**src/rtl/gpio_irq_pkg.sv**
```systemverilog
`timescale 1ns/1ps
package gpio_irq_pkg;

    // byte offsets of the fixed registers
    localparam logic [7:0] OFS_OUT      = 8'h00;
    localparam logic [7:0] OFS_OUT_SET  = 8'h04;
    localparam logic [7:0] OFS_OUT_CLR  = 8'h08;
    localparam logic [7:0] OFS_DIR      = 8'h0C;
    localparam logic [7:0] OFS_DIR_SET  = 8'h10;
    localparam logic [7:0] OFS_DIR_CLR  = 8'h14;
    localparam logic [7:0] OFS_PINS     = 8'h18;
    localparam logic [7:0] OFS_STAT     = 8'h1C;
    localparam logic [7:0] OFS_STAT_SET = 8'h20;
    localparam logic [7:0] OFS_STAT_CLR = 8'h24;
    localparam logic [7:0] OFS_CFG_BASE = 8'h28;

    // trigger field codes (control bits 9:7)
    typedef enum logic [2:0] {
        TRG_OFF  = 3'b000,
        TRG_RISE = 3'b001,
        TRG_FALL = 3'b010,
        TRG_ANY  = 3'b011,
        TRG_LOW  = 3'b100,
        TRG_HIGH = 3'b101
    } trig_e;

    typedef struct packed {
        logic [2:0] trig;
        logic       drv_od;
        logic       src_alt;
    } pin_cfg_t;

endpackage

```
**src/rtl/gpio_sync.sv**
```systemverilog
`timescale 1ns/1ps
module gpio_sync #(
    parameter int W = 16
) (
    input  logic         clk,
    input  logic         rst_n,
    input  logic [W-1:0] async_in,
    output logic [W-1:0] sync_out
);
    typedef struct packed {
        logic [W-1:0] meta;
        logic [W-1:0] stable;
    } sync_t;

    sync_t sy_d, sy_q;

    always_comb begin
        sy_d.meta   = async_in;
        sy_d.stable = sy_q.meta;
    end

    always_ff @(posedge clk or negedge rst_n) begin
        if (!rst_n) sy_q <= '0;
        else        sy_q <= sy_d;
    end

    assign sync_out = sy_q.stable;
endmodule

```
**src/rtl/gpio_trig.sv**
```systemverilog
`timescale 1ns/1ps
module gpio_trig
    import gpio_irq_pkg::*;
#(
    parameter int NPIN = 16
) (
    input  logic                 clk,
    input  logic                 rst_n,
    input  logic [NPIN-1:0]      smp,
    input  logic [NPIN-1:0][2:0] trig_sel,
    output logic [NPIN-1:0]      evt
);
    logic [NPIN-1:0] prev_d, prev_q;

    always_comb prev_d = smp;

    always_ff @(posedge clk or negedge rst_n) begin
        if (!rst_n) prev_q <= '0;
        else        prev_q <= prev_d;
    end

    for (genvar i = 0; i < NPIN; i++) begin : g_pin
        logic rise, fall, hit;
        assign rise = smp[i] & ~prev_q[i];
        assign fall = ~smp[i] & prev_q[i];
        always_comb begin
            case (trig_sel[i])
                TRG_RISE: hit = rise;
                TRG_FALL: hit = fall;
                TRG_ANY:  hit = rise | fall;
                TRG_LOW:  hit = ~smp[i];
                TRG_HIGH: hit = smp[i];
                default:  hit = 1'b0;
            endcase
        end
        assign evt[i] = hit;
    end
endmodule

```
**src/rtl/gpio_irq_ctrl.sv**
```systemverilog
`timescale 1ns/1ps
module gpio_irq_ctrl
    import gpio_irq_pkg::*;
#(
    parameter int NPIN   = 16,
    parameter int ADDR_W = 8
) (
    input  logic              clk,
    input  logic              rst_n,
    input  logic              bus_wr,
    input  logic [ADDR_W-1:0] bus_addr,
    input  logic [31:0]       bus_wdata,
    output logic [31:0]       bus_rdata,
    input  logic [NPIN-1:0]   pin_in,
    output logic [NPIN-1:0]   pad_out,
    output logic [NPIN-1:0]   pad_oe,
    output logic              irq
);
    localparam int IDX_W = (NPIN > 1) ? $clog2(NPIN) : 1;
    localparam logic [ADDR_W-1:0] CFG_BASE = ADDR_W'(OFS_CFG_BASE);
    localparam logic [ADDR_W-1:0] CFG_SPAN = ADDR_W'(4 * NPIN);

    typedef struct packed {
        logic [NPIN-1:0]           out;
        logic [NPIN-1:0]           dir;
        logic [NPIN-1:0]           status;
        pin_cfg_t [NPIN-1:0]       cfg;
    } regs_t;

    regs_t st_d, st_q;

    logic [NPIN-1:0]      pin_s;
    logic [NPIN-1:0][2:0] trig_sel;
    logic [NPIN-1:0]      hw_evt;
    logic [NPIN-1:0]      out_q, status_q, od_mask, trig_off;
    logic [NPIN-1:0]      wd;
    logic [ADDR_W-1:0]    cfg_off;
    logic                 cfg_hit;
    logic [IDX_W-1:0]     cfg_idx;

    gpio_sync #(.W(NPIN)) u_sync (
        .clk      (clk),
        .rst_n    (rst_n),
        .async_in (pin_in),
        .sync_out (pin_s)
    );

    gpio_trig #(.NPIN(NPIN)) u_trig (
        .clk      (clk),
        .rst_n    (rst_n),
        .smp      (pin_s),
        .trig_sel (trig_sel),
        .evt      (hw_evt)
    );

    assign wd      = bus_wdata[NPIN-1:0];
    assign cfg_off = bus_addr - CFG_BASE;
    assign cfg_hit = (bus_addr >= CFG_BASE) && (cfg_off < CFG_SPAN) && (bus_addr[1:0] == 2'b00);
    assign cfg_idx = cfg_off[IDX_W+1:2];

    // next-state computation: bus write first, then pin events (events win)
    always_comb begin
        st_d = st_q;
        if (bus_wr) begin
            case (bus_addr)
                ADDR_W'(OFS_OUT):      st_d.out    = wd;
                ADDR_W'(OFS_OUT_SET):  st_d.out    = st_q.out | wd;
                ADDR_W'(OFS_OUT_CLR):  st_d.out    = st_q.out & ~wd;
                ADDR_W'(OFS_DIR):      st_d.dir    = wd;
                ADDR_W'(OFS_DIR_SET):  st_d.dir    = st_q.dir | wd;
                ADDR_W'(OFS_DIR_CLR):  st_d.dir    = st_q.dir & ~wd;
                ADDR_W'(OFS_STAT_SET): st_d.status = st_q.status | wd;
                ADDR_W'(OFS_STAT_CLR): st_d.status = st_q.status & ~wd;
                default: begin
                    if (cfg_hit) begin
                        st_d.cfg[cfg_idx].trig    = bus_wdata[9:7];
                        st_d.cfg[cfg_idx].drv_od  = bus_wdata[2];
                        st_d.cfg[cfg_idx].src_alt = bus_wdata[0];
                    end
                end
            endcase
        end
        st_d.status = st_d.status | hw_evt;
    end

    always_ff @(posedge clk or negedge rst_n) begin
        if (!rst_n) st_q <= '0;
        else        st_q <= st_d;
    end

    // read mux
    always_comb begin
        bus_rdata = '0;
        case (bus_addr)
            ADDR_W'(OFS_OUT), ADDR_W'(OFS_OUT_SET), ADDR_W'(OFS_OUT_CLR):
                bus_rdata[NPIN-1:0] = st_q.out;
            ADDR_W'(OFS_DIR), ADDR_W'(OFS_DIR_SET), ADDR_W'(OFS_DIR_CLR):
                bus_rdata[NPIN-1:0] = st_q.dir;
            ADDR_W'(OFS_PINS):
                bus_rdata[NPIN-1:0] = pin_s;
            ADDR_W'(OFS_STAT), ADDR_W'(OFS_STAT_SET), ADDR_W'(OFS_STAT_CLR):
                bus_rdata[NPIN-1:0] = st_q.status;
            default: begin
                if (cfg_hit) begin
                    bus_rdata[9:7] = st_q.cfg[cfg_idx].trig;
                    bus_rdata[2]   = st_q.cfg[cfg_idx].drv_od;
                    bus_rdata[0]   = st_q.cfg[cfg_idx].src_alt;
                end
            end
        endcase
    end

    // pad drive and per-pin views
    for (genvar i = 0; i < NPIN; i++) begin : g_pad
        assign trig_sel[i] = st_q.cfg[i].trig;
        assign od_mask[i]  = st_q.cfg[i].drv_od;
        assign trig_off[i] = (st_q.cfg[i].trig == TRG_OFF);
        assign pad_oe[i]   = st_q.dir[i] & ~(st_q.cfg[i].drv_od & st_q.out[i]);
        assign pad_out[i]  = st_q.out[i] & ~st_q.cfg[i].drv_od;
    end

    assign out_q    = st_q.out;
    assign status_q = st_q.status;
    assign irq      = |st_q.status;
endmodule

```
**config.mk**
```make
export PLATFORM = sky130hd
export DESIGN_NAME = gpio_irq_ctrl
export DESIGN_NICKNAME = d
export VERILOG_FILES = /design/src/rtl/gpio_irq_pkg.sv /design/src/rtl/gpio_sync.sv /design/src/rtl/gpio_trig.sv /design/src/rtl/gpio_irq_ctrl.sv
export SDC_FILE = /design/constraint.sdc
export NUM_CORES = 1
export LEC_CHECK = 0
export BUFFER_PORTS_ARGS = -buffer_cell sky130_fd_sc_hd__buf_2
export CAP_MARGIN = 15
export CORE_MARGIN = 2
export CORE_UTILIZATION = 45
export DETAILED_ROUTE_END_ITERATION = 16
export PLACE_DENSITY = 0.76
export SYNTH_ARGS = -nofsm -noshare
export SYNTH_HDL_FRONTEND = slang
export SYNTH_HIERARCHICAL = 1
export SYNTH_SLANG_ARGS = --single-unit
export TNS_END_PERCENT = 1
```
**constraint.sdc**
```tcl
create_clock -name clk -period 2.5 [get_ports clk]
set_clock_uncertainty 0.2 [all_clocks]
set_input_delay 0.5 -clock clk [delete_from_list [all_inputs] [get_ports clk]]
set_output_delay 0.5 -clock clk [all_outputs]
set_load 0.02 [all_outputs]
```
==> out/qor.log <==
qor: drt.avgViaCountPerCell 5.82
qor: run.max_cap_viol_count 0
qor: layout.layout_common_cells sky130_fd_sc_hd__dfrtp_1 (175), sky130_fd_sc_hd__mux2_2 (98), sky130_fd_sc_hd__buf_2 (80)
qor: floorplan.floorplan.rows 54
qor: synthesis.synth_warnings 6
qor: setup_path.end_kind output pin
qor: layout.layout.nets 1151
qor: layout.area_growth_syn_to_layout 21.8%
qor: floorplan.dieWidth 153 µm
qor: timing.crit_path_setup_slack_layout -213 ps
qor: pwr.leakage 5.92 nW
qor: clocking.tritoncts_clock_tree built
qor: synthesis.post-synth-top-area-fraction 44.2%
qor: timing.fin_setup_tns -2690 ps
qor: drt.detail_route.iter0.violations 883
qor: layout.layout_commonest_cell sky130_fd_sc_hd__dfrtp_1
qor: layout.layout.core_utilization 55.7%
qor: timing.rsz0062_at_grt yes
qor: synthesis.share_of_the_yosys_chip_area_belonging_to_registers 44.2%
qor: synthesis.postSynthAreaPerCell 10.9 µm²
qor: pwr.p_total 7.29 mW
qor: clocking.clockRootBuffer sky130_fd_sc_hd__clkbuf_16
qor: setup_path.critPathKind input pin to output pin
qor: grt.grt_start_max_net_pins 59
qor: setup_path.setup.worst_path.start_class input pin
qor: pwr.ir_drop 0.000463 V
qor: drt.vias 7845
qor: drt.drc 0
qor: floorplan.design.die.area 23300 µm²
qor: synthesis.ys_top_cells_by_area sky130_fd_sc_hd__dfrtp_1 (44%), sky130_fd_sc_hd__mux2_2 (11%), sky130_fd_sc_hd__ha_1 (4.1%), sky130_fd_sc_hd__mux2i_1 (3.2%), sky130_fd_sc_hd__buf_4 (2.6%)
qor: clocking.clock_tree.buffer_depth 2
qor: layout.final_layout_size_suffix_gt1_share 33.9%
qor: timing.finalSetupViolCount 16
qor: placed_design.place.detailed.hpwl 20100 µm
qor: layout.antenna_fix_cells 0
qor: drt.drtPass1Iterations 7
qor: setup_path.r2r_setup_slack 480 ps
qor: synthesis.synth.cell_area 9960 µm²
qor: timing.fmaxAchievable 0.369 GHz
qor: pwr.pwr_dens 601 nW/µm²
qor: timing.finalCriticalPeriod 2710 ps
qor: clocking.htree_num_levels 4
qor: floorplan.num_io_pins 124
qor: grt.grt_pass1_wl 44900 µm
qor: timing.tightestPinTransition 542 ps
qor: clocking.cts_buffers 17
qor: grt.global_route.overflow_total 0
qor: timing.final-max-slew-violation-count 0
qor: synthesis.synthDominantAreaCellType sky130_fd_sc_hd__dfrtp_1
qor: floorplan.core 21800 µm²
qor: placed_design.place.port_buffers 91
qor: placed_design.globalplace.congestion 0.938
qor: floorplan.initial_core_util 45.8%
qor: layout.post-route-cell-area 12100 µm²
qor: setup_path.worstPathArrival 2010 ps
qor: setup_path.critical_path_required 1800 ps
qor: timing.final-hold-violation-count 0
qor: drt.ant_nets 0
qor: placed_design.place_area 11000 µm²
qor: grt.via_count_of_the_first_global_routing_pass 7801
qor: clocking.clock_sinks 176
qor: clocking.clkLatencyLatePin 430 ps
qor: worst_hold_path.hold_path_class input pin to register
qor: clocking.clkSlewWorstSetupHoldPaths 70 ps
qor: setup_path.cp_max_fo 5
qor: synthesis.synth_cell_types 57
qor: drt.wire_per_inst 21.2 µm
qor: synthesis.ys_ff_latch 176
qor: timing.fin_crit_sh 109%
qor: drt.route.final.wire_length 28500 µm
qor: status.status finished with violations
qor: grt.gr-usage-all-layers 24.7%
qor: status.failed_checks setup timing
qor: placed_design.place_ws -544 ps
qor: timing.max_slew_margin 63.8%
qor: layout.fillCellCount 1839
qor: grt.antenna_found_initial 1
qor: floorplan.die-height 153 µm
qor: synthesis.syn_inst 914
[layout make-up]
class | instances | area (µm²) | area share [%]
clock inverter | 8 | 109 | 0.898
clock buffer | 21 | 460 | 3.80
multi-input combinational | 634 | 5230 | 43.1
sequential | 176 | 4410 | 36.3
tap | 280 | 350 | 2.89
timing repair buffer | 185 | 1390 | 11.5
inverter | 45 | 179 | 1.48
[cell usage after synthesis, drive strengths merged]
cell type and instances:
and2 4, mux2i 32, nor3 8, a22o 22, a21o 14, mux2 116, a222oi 11, nand4 6
a211oi 4, nand2b 31, nand2 54, or4 1, o21a 2, nand3 7, o221ai 5, and3b 1
o31ai 1, and4 3, o21ai 38, a22oi 4, nor2b 30, xnor2 2, dfrtp 176, buf 53
nor4 5, ha 33, a21boi 16, o22ai 22, a221o 10, nor3b 5, a31o 1, a221oi 12
conb 1, a211o 18, nor2 56, clkbuf 25, a21oi 30, inv 45, or2b 1, nand3b 3
and3 5, or3 1
[cell families after synthesis]
group / Yosys count / share of synthesized area, %
AOI/OAI and AO/OA: 210 / 16.0
xor gates and xnor gates: 2 / 0.251
adders and majority gates: 33 / 4.15
buffers and inverters: 123 / 6.32
DFF: 176 / 44.2
muxes: 148 / 16.8
other: 1 / 0.0377
and+or+nand+nor: 221 / 12.2
[power breakdown]
part | switching, mW | internal, mW
logic | 0.636 | 0.584
registers | 0.329 | 3.10
clock network | 1.12 | 1.51
[repair_timing]
item / 4_1_cts / 5_1_grt
gates resized for setup: 49 / 21
setup buffers: 3 / 4
cloned: 4 / 0
endpoints found under the setup margin: 16 / 16
pin swaps: 21 / 12
hold buffers: 17 / 0
hold endpoints to repair: 69 / 0
[critical path, cell delays in order]
cell and delay, ps:
sky130_fd_sc_hd__buf_12 90, sky130_fd_sc_hd__inv_6 30, sky130_fd_sc_hd__ha_4 170, sky130_fd_sc_hd__xnor2_4 140, sky130_fd_sc_hd__buf_12 160, sky130_fd_sc_hd__nand2_8 90, sky130_fd_sc_hd__o22ai_4 90, sky130_fd_sc_hd__a221o_1 300
sky130_fd_sc_hd__o221ai_2 240, sky130_fd_sc_hd__buf_4 190
[per-stage QoR]
step / cells / hold slack [ps]
CTS: 1345 / 117
global placement: 1292 / 132
global route: 1349 / 134
detailed placement: 1292 / 135
finish: 1349 / 128
floorplan: 929 / 4.41
[routing by layer]
| metal | vias to the layer above | part of all wire, % | global-route usage (%) |
|---|---|---|---|
| met5 | - | 0 | 0 |
| met4 | 0 | 3.2 | 9.26 |
| met3 | 55 | 6.5 | 4.18 |
| met2 | 332 | 47 | 39.1 |
| met1 | 3913 | 44 | 34.2 |
| li1 | 3545 | - | - |
[final timing paths]
check,startpoint,to,cells after the start
worst max-delay path,bus_addr[3],bus_rdata[2],10
worst min-delay path,bus_wdata[15],st_q[111],3
worst max register to register,u_sync/sync_out[1],status_q[1],6
worst min register to register,u_sync/sy_d[3],u_sync/sync_out[3],0
max in group asynchronous,rst_n,async pin,3
min in group asynchronous,rst_n,u_trig/prev_q[10],2
Note: power is estimated with default switching activity, not from simulation.
